`config.mk`:
```
export PLATFORM = sky130hd
export DESIGN_NAME = sram_bank_ctl
export DESIGN_NICKNAME = d
export VERILOG_FILES = /design/src/rtl/sram_ctl_pkg.sv /design/src/rtl/sram_lane_decode.sv /design/src/rtl/sram_phase_timer.sv /design/src/rtl/sram_bank_ctl.sv
export SDC_FILE = /design/constraint.sdc
export NUM_CORES = 1
export LEC_CHECK = 0
export BUFFER_PORTS_ARGS = -buffer_cell sky130_fd_sc_hd__buf_4
export CAP_MARGIN = 5
export CORE_UTILIZATION = 25
export CTS_BUF_LIST = sky130_fd_sc_hd__clkbuf_2 sky130_fd_sc_hd__clkbuf_4 sky130_fd_sc_hd__clkbuf_8
export DETAILED_ROUTE_END_ITERATION = 8
export GPL_ROUTABILITY_DRIVEN = 1
export SLEW_MARGIN = 20
export SYNTH_ARGS = -nofsm -noshare
export SYNTH_HDL_FRONTEND = slang
export SYNTH_SLANG_ARGS = --single-unit
```
`constraint.sdc`:
```
create_clock -name clk -period 4.2 [get_ports clk]
set_input_delay 0.21 -clock clk [delete_from_list [all_inputs] [get_ports clk]]
set_output_delay 0.21 -clock clk [all_outputs]
set_load 0.05 [all_outputs]
```
`src/rtl/sram_ctl_pkg.sv`:
```
`timescale 1ns/1ps
package sram_ctl_pkg;

    localparam int WORD_AW = 20;
    localparam int DEV_AW  = 19;
    localparam int LANES   = 4;
    localparam int LANE_W  = 8;
    localparam int DATA_W  = LANES * LANE_W;
    localparam int BANKS   = 2;
    localparam int CE_W    = BANKS * LANES;

    typedef enum logic [2:0] {
        PH_IDLE,
        PH_WR_PRE,
        PH_WR_PULSE,
        PH_RD_ACC,
        PH_REC
    } phase_e;

    typedef struct packed {
        logic                 wr;
        logic [WORD_AW-1:0]   addr;
        logic [DATA_W-1:0]    data;
        logic [LANES-1:0]     mask;
    } req_t;

    // ceiling of ns / period, never below one cycle
    function automatic int cyc(input int ns, input int period);
        int c;
        c = (ns + period - 1) / period;
        if (c < 1) c = 1;
        return c;
    endfunction

    function automatic int imax(input int a, input int b);
        return (a > b) ? a : b;
    endfunction

endpackage

```
`src/rtl/sram_lane_decode.sv`:
```
`timescale 1ns/1ps
module sram_lane_decode
    import sram_ctl_pkg::*;
(
    input  logic             active,
    input  logic             bank,
    input  logic [LANES-1:0] mask,
    output logic [CE_W-1:0]  ce_n
);

    for (genvar b = 0; b < BANKS; b++) begin : g_bank
        localparam logic BSEL = 1'(b);
        for (genvar l = 0; l < LANES; l++) begin : g_lane
            assign ce_n[b*LANES + l] = !(active && (bank == BSEL) && mask[l]);
        end
    end

endmodule

```
`src/rtl/sram_phase_timer.sv`:
```
`timescale 1ns/1ps
module sram_phase_timer
    import sram_ctl_pkg::*;
#(
    parameter int N_TURN = 2,
    parameter int N_WP   = 5,
    parameter int N_WREC = 1,
    parameter int N_RD   = 6,
    parameter int N_RREC = 2
) (
    input  logic   clk,
    input  logic   rst,
    input  logic   start,
    input  logic   start_wr,
    output phase_e phase,
    output logic   last
);

    localparam int MAXC  = imax(imax(imax(N_TURN, N_WP), imax(N_WREC, N_RD)), N_RREC);
    localparam int CNT_W = $clog2(MAXC + 1);

    logic [CNT_W-1:0] cnt;

    assign last = (cnt == '0);

    always_ff @(posedge clk) begin
        if (rst) begin
            phase <= PH_IDLE;
            cnt   <= '0;
        end else begin
            unique case (phase)
                PH_IDLE: if (start) begin
                    phase <= start_wr ? PH_WR_PRE : PH_RD_ACC;
                    cnt   <= start_wr ? CNT_W'(N_TURN - 1) : CNT_W'(N_RD - 1);
                end
                PH_WR_PRE: if (last) begin
                    phase <= PH_WR_PULSE;
                    cnt   <= CNT_W'(N_WP - 1);
                end else cnt <= cnt - 1'b1;
                PH_WR_PULSE: if (last) begin
                    phase <= PH_REC;
                    cnt   <= CNT_W'(N_WREC - 1);
                end else cnt <= cnt - 1'b1;
                PH_RD_ACC: if (last) begin
                    phase <= PH_REC;
                    cnt   <= CNT_W'(N_RREC - 1);
                end else cnt <= cnt - 1'b1;
                PH_REC: if (last) begin
                    phase <= PH_IDLE;
                end else cnt <= cnt - 1'b1;
                default: phase <= PH_IDLE;
            endcase
        end
    end

    AST_CNT_BOUND: assert property (@(posedge clk) disable iff (rst)
        int'(cnt) < MAXC);

    AST_IDLE_CNT_ZERO: assert property (@(posedge clk) disable iff (rst)
        (phase == PH_REC && last) |=> (phase == PH_IDLE));

endmodule

```
`src/rtl/sram_bank_ctl.sv`:
```
`timescale 1ns/1ps
module sram_bank_ctl
    import sram_ctl_pkg::*;
#(
    parameter int CLK_NS   = 10,
    parameter int T_WP_NS  = 40,
    parameter int T_CW_NS  = 45,
    parameter int T_DW_NS  = 25,
    parameter int T_WC_NS  = 55,
    parameter int T_AA_NS  = 55,
    parameter int T_CO_NS  = 55,
    parameter int T_OE_NS  = 25,
    parameter int T_RC_NS  = 55,
    parameter int T_HZ_NS  = 20
) (
    input  logic               clk,
    input  logic               rst,
    input  logic               req_valid,
    output logic               req_ready,
    input  logic               req_write,
    input  logic [WORD_AW-1:0] req_addr,
    input  logic [DATA_W-1:0]  req_wdata,
    input  logic [LANES-1:0]   req_mask,
    output logic               rd_valid,
    output logic [DATA_W-1:0]  rd_data,
    output logic [DEV_AW-1:0]  mem_addr,
    output logic [CE_W-1:0]    mem_ce_n,
    output logic               mem_we_n,
    output logic               mem_oe_n,
    output logic [DATA_W-1:0]  mem_dq_out,
    output logic               mem_dq_oe,
    input  logic [DATA_W-1:0]  mem_dq_in
);

    localparam int N_TURN = cyc(T_HZ_NS, CLK_NS);
    localparam int N_WP   = imax(imax(cyc(T_WP_NS, CLK_NS), cyc(T_CW_NS, CLK_NS)),
                                 cyc(T_DW_NS, CLK_NS));
    localparam int N_WREC = imax(1, cyc(T_WC_NS, CLK_NS) - N_TURN - N_WP);
    localparam int N_RD   = imax(imax(cyc(T_AA_NS, CLK_NS), cyc(T_CO_NS, CLK_NS)),
                                 cyc(T_OE_NS, CLK_NS));
    localparam int N_RREC = imax(imax(1, N_TURN), cyc(T_RC_NS, CLK_NS) - N_RD);

    phase_e phase;
    logic   last;
    logic   accept;
    logic   ce_active;
    req_t   req_q;

    assign req_ready = (phase == PH_IDLE);
    assign accept    = req_valid && req_ready;

    sram_phase_timer #(
        .N_TURN (N_TURN),
        .N_WP   (N_WP),
        .N_WREC (N_WREC),
        .N_RD   (N_RD),
        .N_RREC (N_RREC)
    ) u_timer (
        .clk      (clk),
        .rst      (rst),
        .start    (accept),
        .start_wr (req_write),
        .phase    (phase),
        .last     (last)
    );

    always_ff @(posedge clk) begin
        if (rst) begin
            req_q <= '0;
        end else if (accept) begin
            req_q <= '{wr: req_write, addr: req_addr, data: req_wdata, mask: req_mask};
        end
    end

    assign ce_active = (phase == PH_WR_PRE) || (phase == PH_WR_PULSE) || (phase == PH_RD_ACC);

    sram_lane_decode u_decode (
        .active (ce_active),
        .bank   (req_q.addr[WORD_AW-1]),
        .mask   (req_q.mask),
        .ce_n   (mem_ce_n)
    );

    assign mem_addr   = req_q.addr[DEV_AW-1:0];
    assign mem_we_n   = (phase != PH_WR_PULSE);
    assign mem_oe_n   = (phase != PH_RD_ACC);
    assign mem_dq_oe  = (phase == PH_WR_PULSE);
    assign mem_dq_out = req_q.data;

    always_ff @(posedge clk) begin
        if (rst) begin
            rd_valid <= 1'b0;
            rd_data  <= '0;
        end else begin
            rd_valid <= (phase == PH_RD_ACC) && last;
            if ((phase == PH_RD_ACC) && last) rd_data <= mem_dq_in;
        end
    end

    // run-length monitors for the strobe checks below
    logic [15:0] we_low_run;
    logic [15:0] oe_high_run;
    always_ff @(posedge clk) begin
        if (rst) begin
            we_low_run  <= '0;
            oe_high_run <= '0;
        end else begin
            we_low_run  <= !mem_we_n ? ((we_low_run == 16'hFFFF) ? we_low_run : we_low_run + 1'b1) : '0;
            oe_high_run <= mem_oe_n ? ((oe_high_run == 16'hFFFF) ? oe_high_run : oe_high_run + 1'b1) : '0;
        end
    end

    AST_OE_WE_EXCL: assert property (@(posedge clk) disable iff (rst)
        !(!mem_oe_n && !mem_we_n));

    AST_DRIVE_IN_WRITE: assert property (@(posedge clk) disable iff (rst)
        mem_dq_oe |-> (!mem_we_n && mem_oe_n));

    AST_TURN_BEFORE_DRIVE: assert property (@(posedge clk) disable iff (rst)
        $rose(mem_dq_oe) |-> (int'(oe_high_run) >= N_TURN));

    AST_WE_PULSE_MIN: assert property (@(posedge clk) disable iff (rst)
        $rose(mem_we_n) |-> (int'(we_low_run) >= N_WP));

    AST_ONE_BANK: assert property (@(posedge clk) disable iff (rst)
        (&mem_ce_n[LANES-1:0]) || (&mem_ce_n[CE_W-1:LANES]));

    AST_ADDR_STABLE: assert property (@(posedge clk) disable iff (rst)
        (!(&mem_ce_n) && !$past(&mem_ce_n)) |-> $stable(mem_addr));

    AST_RDV_PULSE: assert property (@(posedge clk) disable iff (rst)
        rd_valid |=> !rd_valid);

    AST_IDLE_STANDBY: assert property (@(posedge clk) disable iff (rst)
        req_ready |-> ((&mem_ce_n) && !mem_dq_oe));

endmodule

```
# Yosys cells after proc, flatten, opt, wreduce, memory -nomap -nowiden
# Index checks and enable logic that the tools add are counted.
[totals] inputBits=92 reg_bits=95 elab_cells=61
[classes] add_sub_neg=1 reduce_logical=28 eq_ne=11 n_bitwise=1 mux=13
[ops] cell="3-bit two-way mux" count=10
[ops] cell="3-bit one-hot mux with 5 select lines" count=1
[ops] cell="1-bit logical AND" count=12
[ops] cell="3-bit one-hot mux with 4 select lines" count=1
[ops] cell="1-bit logical NOT" count=8
[ops] cell="3-bit by 2-bit == test with 1-bit output, second input constant" count=2
[ops] cell="3-bit logical NOT" count=2
[ops] cell="2-bit != test, second input constant" count=3
[ops] cell="3-bit by 2-bit != test with 1-bit output, second input constant" count=2
[ops] cell="5-bit nonzero test" count=1
[ops] cell="2-bit by 1-bit != test with 1-bit output, second input constant" count=2
[ops] cell="4-bit AND reduction" count=1
[ops] cell="3-bit by 1-bit == test with 1-bit output, second input constant" count=1
[ops] cell="3-bit == test, second input constant" count=1
[ops] cell="3-bit AND reduction" count=1
[ops] cell="3-bit by 1-bit subtractor with 3-bit output, second input constant" count=1
[ops] cell="1-bit logical OR" count=2
[ops] cell="2-bit two-way mux" count=1
[ops] cell="2-bit OR reduction" count=1
[ops] cell="1-bit inverter" count=1

# Longest topological paths before layout
[logic_depth] depth_word=6 mapped_depth=9

# Cells and area by module
# A second synthesis with hierarchy kept.
[hier_totals] hier_cells=498 area_unflattened_um2=4862.2
[by_module_without_submodules] mod="sram_bank_ctl" cells_per_inst=442 n_inst=1 area_each_um2=4377.9
[by_module_without_submodules] mod="sram_phase_timer" cells_per_inst=47 n_inst=1 area_each_um2=429.2
[by_module_without_submodules] mod="sram_lane_decode" cells_per_inst=9 n_inst=1 area_each_um2=55.1

# Worst setup path after synthesis
# Ideal clock, no wire load.
[synth_timing] kind="reg2reg" start="register u_timer.phase[2]" end="register u_timer.cnt[2]" required_time_ps=4066 setup_slack_ps=1996 stages_incl_launch_ff=6 arrival_ps=2070 setup_ps=134 period_less_slack_ps=2204 path_cell_list="dfxtp_1 > buf_2 > nor3_1 > a211oi_1 > a32oi_1 > a211oi_1"
[synth_between] elab_chain_len=4
[synth_rtl] element="start, declared" line="sram_phase_timer.sv:15" rtl="output phase_e phase,"
[synth_rtl] element="start signal, assigned" line="sram_phase_timer.sv:33" rtl="phase <= start_wr ? PH_WR_PRE : PH_RD_ACC;"
[synth_rtl] element="3-bit logical NOT *" line="sram_bank_ctl.sv:49" rtl="assign req_ready = (phase == PH_IDLE);"
[synth_rtl] element="net req_ready" line="sram_bank_ctl.sv:19" rtl="output logic req_ready,"
[synth_rtl] element="1-bit logical AND" line="sram_bank_ctl.sv:50" rtl="assign accept = req_valid && req_ready;"
[synth_rtl] element="2-bit by 1-bit != test with 1-bit output (no source line)"
[synth_rtl] element="3-bit AND reduction (no source line)"
[synth_rtl] element="end signal, assigned" line="sram_phase_timer.sv:46" rtl="cnt <= CNT_W'(N_RREC - 1);"
[synth_rtl] element="end signal, assigned" line="sram_phase_timer.sv:47" rtl="end else cnt <= cnt - 1'b1;"
[synth_rtl] element="end signal, assigned" line="sram_phase_timer.sv:50" rtl="end else cnt <= cnt - 1'b1;"
[synth_rtl] element="end, declared" line="sram_phase_timer.sv:22" rtl="logic [CNT_W-1:0] cnt;"
# Mark *: on every way through the listed nets, which the timed path passes. The rest lies on a longest branch.
# A chain may end at the register's enable or synchronous reset.

# Worst setup path in the final report
[layout_timing] start="register u_timer.phase[0]" end="output mem_ce_n[2]"
[layout_between] elab_chain_len=6
[layout_rtl] element="3-bit by 1-bit == test with 1-bit output or 3-bit by 2-bit == test with 1-bit output (tied branches)" line="sram_bank_ctl.sv:75" rtl="assign ce_active = (phase == PH_WR_PRE) || (phase == PH_WR_PULSE) || (phase == PH_RD_ACC);"
[layout_rtl] element="1-bit logical OR" line="sram_bank_ctl.sv:75"
[layout_rtl] element="1-bit logical OR *" line="sram_bank_ctl.sv:75"
[layout_rtl] element="1-bit logical AND * (2 in a row)" line="sram_lane_decode.sv:14" rtl="assign ce_n[b*LANES + l] = !(active && (bank == BSEL) && mask[l]);"
[layout_rtl] element="1-bit logical NOT *" line="sram_lane_decode.sv:14"
[layout_rtl] element="end, declared" line="sram_bank_ctl.sv:27" rtl="output logic [CE_W-1:0] mem_ce_n,"
# Every way passes the cells marked *; elsewhere a longest branch is shown, timed or not.

==> run summary <==
• 90 ps — CTS clock-pin slew for the worst setup and hold paths
• 152 — drt first-iter violations
• 370 ps — source-to-sink clock delay at the later pin of the worst-skew pair
• 2360 ps — time the worst path needs with I/O delays and setup
• 127 um — vertical die dimension
• 2150 ps — Data arrival, critical path
• 7.80 sq um — Mapped Avg Cell Area
• 16300 um — global-route wire length before repair
• 95 — TritonCTS sink count
• 1050 ps — Worst-Margin Slew
• 0 — count of synthesis-stage warnings from yosys
• 1639 — filler cell count in the final layout
• 188 — I/O pin cnt
• 0 — number of failing hold endpoints at the final stage
• 0 — n_diodes
• 423 MHz — highest attainable clock frequency
• 95 — #FFs+latches synth
• 96 — largest net degree at the start of global routing
• 9 — number of clock buffers inserted by TritonCTS
• flop — nature of the critical path startpoint
• 0 — Post-CTS Setup Inserts
• 0 — Post-CTS Hold Buffers
• reg2out — Setup Crit Path Kind
• 12.9% — overall track demand over capacity in global routing
• 6840 um — final HPWL from detailed placement
• 13 — worst-path maximum fanout
• 0.701 — final estimated routing congestion in global placement
• 2 — number of buffers between clock root and the deepest sink
• 497 mW/mm^2 — total power divided by cell area
• in2reg — Tightest Hold Check Type
• 33 — number of different library cells in the post-synthesis netlist
• 34.4% — Comb pwr share
• 127 um — horizontal die dimension
• 48.6% — sequential fraction of the synthesis area
• 0.216 mV — worst supply voltage drop on vdd
• 10.1 ps — largest clock skew in the final design
• 3990 ps — required time at the worst-slack endpoint
• 4 — length of the first detailed-routing pass in iterations
• 187 — # port buffers
• 998 uW — net load switching power
• 29.7% — slew margin rel.
• 0 — antenna violations before repair
• 0 — drc violations
• 596 — total nets after synthesis
• 1630 uW — cell internal power dissipation
• 56.3% — final period utilization
• 0.00226 uW — Lkg Pwr
• 10100 um — drt total wl
• 502 — Cells after Synth
• 25.0% — power share of the clock group
• 0 ps — total negative setup slack
• 0 — number of resized instances in the post-cts repair step
• 0 — Post-DRT Antenna Nets
• 0 — Slew Limit Fails
• 34.1% — layout cells sized above 1
• 0.00391 sq mm — area of the mapped netlist
• 35.2% — area growth from synthesis to final layout
• 713 — Layout Nets
• 0.0162 sq mm — Die Footprint
• 34.7% — final cell utilization of the core
• 0 — Congestion Overflow GR
• sky130_fd_sc_hd__dfxtp_1 — most used flip-flop cell after synthesis
• 0 — EDFF count, synth
• yes — clock tree from TritonCTS
• 25.6% — effective utilization at floorplan
• 0 — number of endpoints failing setup at the final stage
• 0.0153 sq mm — Floorplan Core Area
• 3342 — vias in the first global route
• 12.0 um — wire per inst
• finished clean — outcome
• 3450 — routed via count
• 45 — Core Rows
• 40.7% — share of total power in sequential cells
• output pin — Crit. End Element
• 4.13 — Avg Vias per Cell
• 38.0% — Sw Ratio
• 0 — count of maximum capacitance violations
• sky130_fd_sc_hd__clkbuf_8 — clk root buf
• 74.1 ps — smallest hold slack
• false — unrepaired setup endpoints after global routing
• 0% — share of synthesized registers carrying an async set or reset
• 3 — number of H-tree levels
-- worst max-delay path, cell delays in order (launching register included) --
cell and delay (ps):
sky130_fd_sc_hd__dfxtp_1 600, sky130_fd_sc_hd__nor2_1 200, sky130_fd_sc_hd__nor3_1 590, sky130_fd_sc_hd__nand2_1 160
sky130_fd_sc_hd__buf_4 230
-- layer usage --
metal | wire length [um] | GRT usage [%]
met5 | 0 | 0
met4 | 150 | 4.34
met3 | 933 | 6.37
met2 | 4530 | 19.9
met1 | 4440 | 15.5
-- cell usage after synthesis, types with 2 or more instances --
library cell / instances / area share (%)
sky130_fd_sc_hd__a211oi_1: 2 / 0.38
sky130_fd_sc_hd__a21oi_1: 91 / 12
sky130_fd_sc_hd__buf_2: 9 / 1.2
sky130_fd_sc_hd__buf_4: 56 / 11
sky130_fd_sc_hd__clkbuf_1: 18 / 1.7
sky130_fd_sc_hd__dfxtp_1: 95 / 49
sky130_fd_sc_hd__ha_1: 2 / 0.64
sky130_fd_sc_hd__inv_1: 4 / 0.38
sky130_fd_sc_hd__nand2_1: 186 / 18
sky130_fd_sc_hd__nand2b_1: 2 / 0.32
sky130_fd_sc_hd__nand3_1: 2 / 0.26
sky130_fd_sc_hd__nor2_1: 10 / 0.96
sky130_fd_sc_hd__nor2b_1: 2 / 0.32
sky130_fd_sc_hd__nor3_1: 3 / 0.38
sky130_fd_sc_hd__o21ai_0: 2 / 0.26
-- area by class of cell --
| class | count | area, sq um | area share [%] |
|---|---|---|---|
| clock inverter | 2 | 37.5 | 0.710 |
| multi-input combinational | 318 | 1460 | 27.6 |
| tap | 211 | 264 | 4.99 |
| inverter | 4 | 15.0 | 0.284 |
| clock buffer | 14 | 180 | 3.41 |
| sequential | 95 | 1900 | 36.0 |
| timing repair buffer | 191 | 1430 | 27.1 |
-- cells by family after synthesis --
group,Yosys count,share of synthesized area (%)
XOR/XNOR,1,0.224
adder cells (fa/ha/maj),2,0.639
flip-flops,95,48.6
buffers and inverters,89,14.4
AND/OR/NAND/NOR,214,22.1
AO/OA/AOI/OAI,101,14.0
-- power groups by stage --
| stage | clock, uW | combinational (uW) | sequential [uW] |
|---|---|---|---|
| after floorplan | 0 | 724 | 1090 |
| after global placement | 0 | 913 | 1090 |
| after detailed placement | 0 | 918 | 1090 |
| after CTS | 690 | 919 | 1070 |
| after global routing | 725 | 980 | 1080 |
| final | 656 | 903 | 1070 |
-- final timing paths --
| path | from | to | slack, ps | cells after the start |
|---|---|---|---|---|
| min | req_addr[14] | mem_addr[14]$_SDFFE_PP0P_ | 70 | 3 |
| min reg2reg | mem_dq_out[1]$_SDFFE_PP0P_ | mem_dq_out[1]$_SDFFE_PP0P_ | 460 | 2 |
| max | u_timer.phase[0]$_SDFFE_PP0P_ | mem_ce_n[2] | 1840 | 4 |
| max reg2reg | u_timer.phase[0]$_SDFFE_PP0P_ | mem_dq_out[28]$_SDFFE_PP0P_ | 2020 | 5 |
-- through the flow --
step	total power, uW	setup WS (ps)	cell area, sq um	instances
2_1_floorplan	1820	2000	3910	502
3_3_place_gp	2000	2030	5070	819
3_5_place_dp	2010	1970	5070	819
4_1_cts	2680	1810	5290	835
5_1_grt	2790	1630	5290	835
6_report	2630	1840	5290	835
-- sequential cells by signal, indices dropped and copies added, names as in the netlist --
signal and cells:
mem_addr 19, u_timer.phase 3, rd_valid 1, u_timer.cnt 3
mem_dq_out 32, req_q 5, rd_data 32
-- layout by cell type, fill, tap and decap left out, drive strengths merged, types with 2 or more instances in the layout --
master and count:
buf 191, nand2 186, dfxtp 95, a21oi 91, clkbuf 14, nor2 11
inv 4, nor3 4, nor2b 2, nand2b 2, nand3 2, o21ai 2
a211oi 2, ha 2
Power figures use the tool's default switching activity.
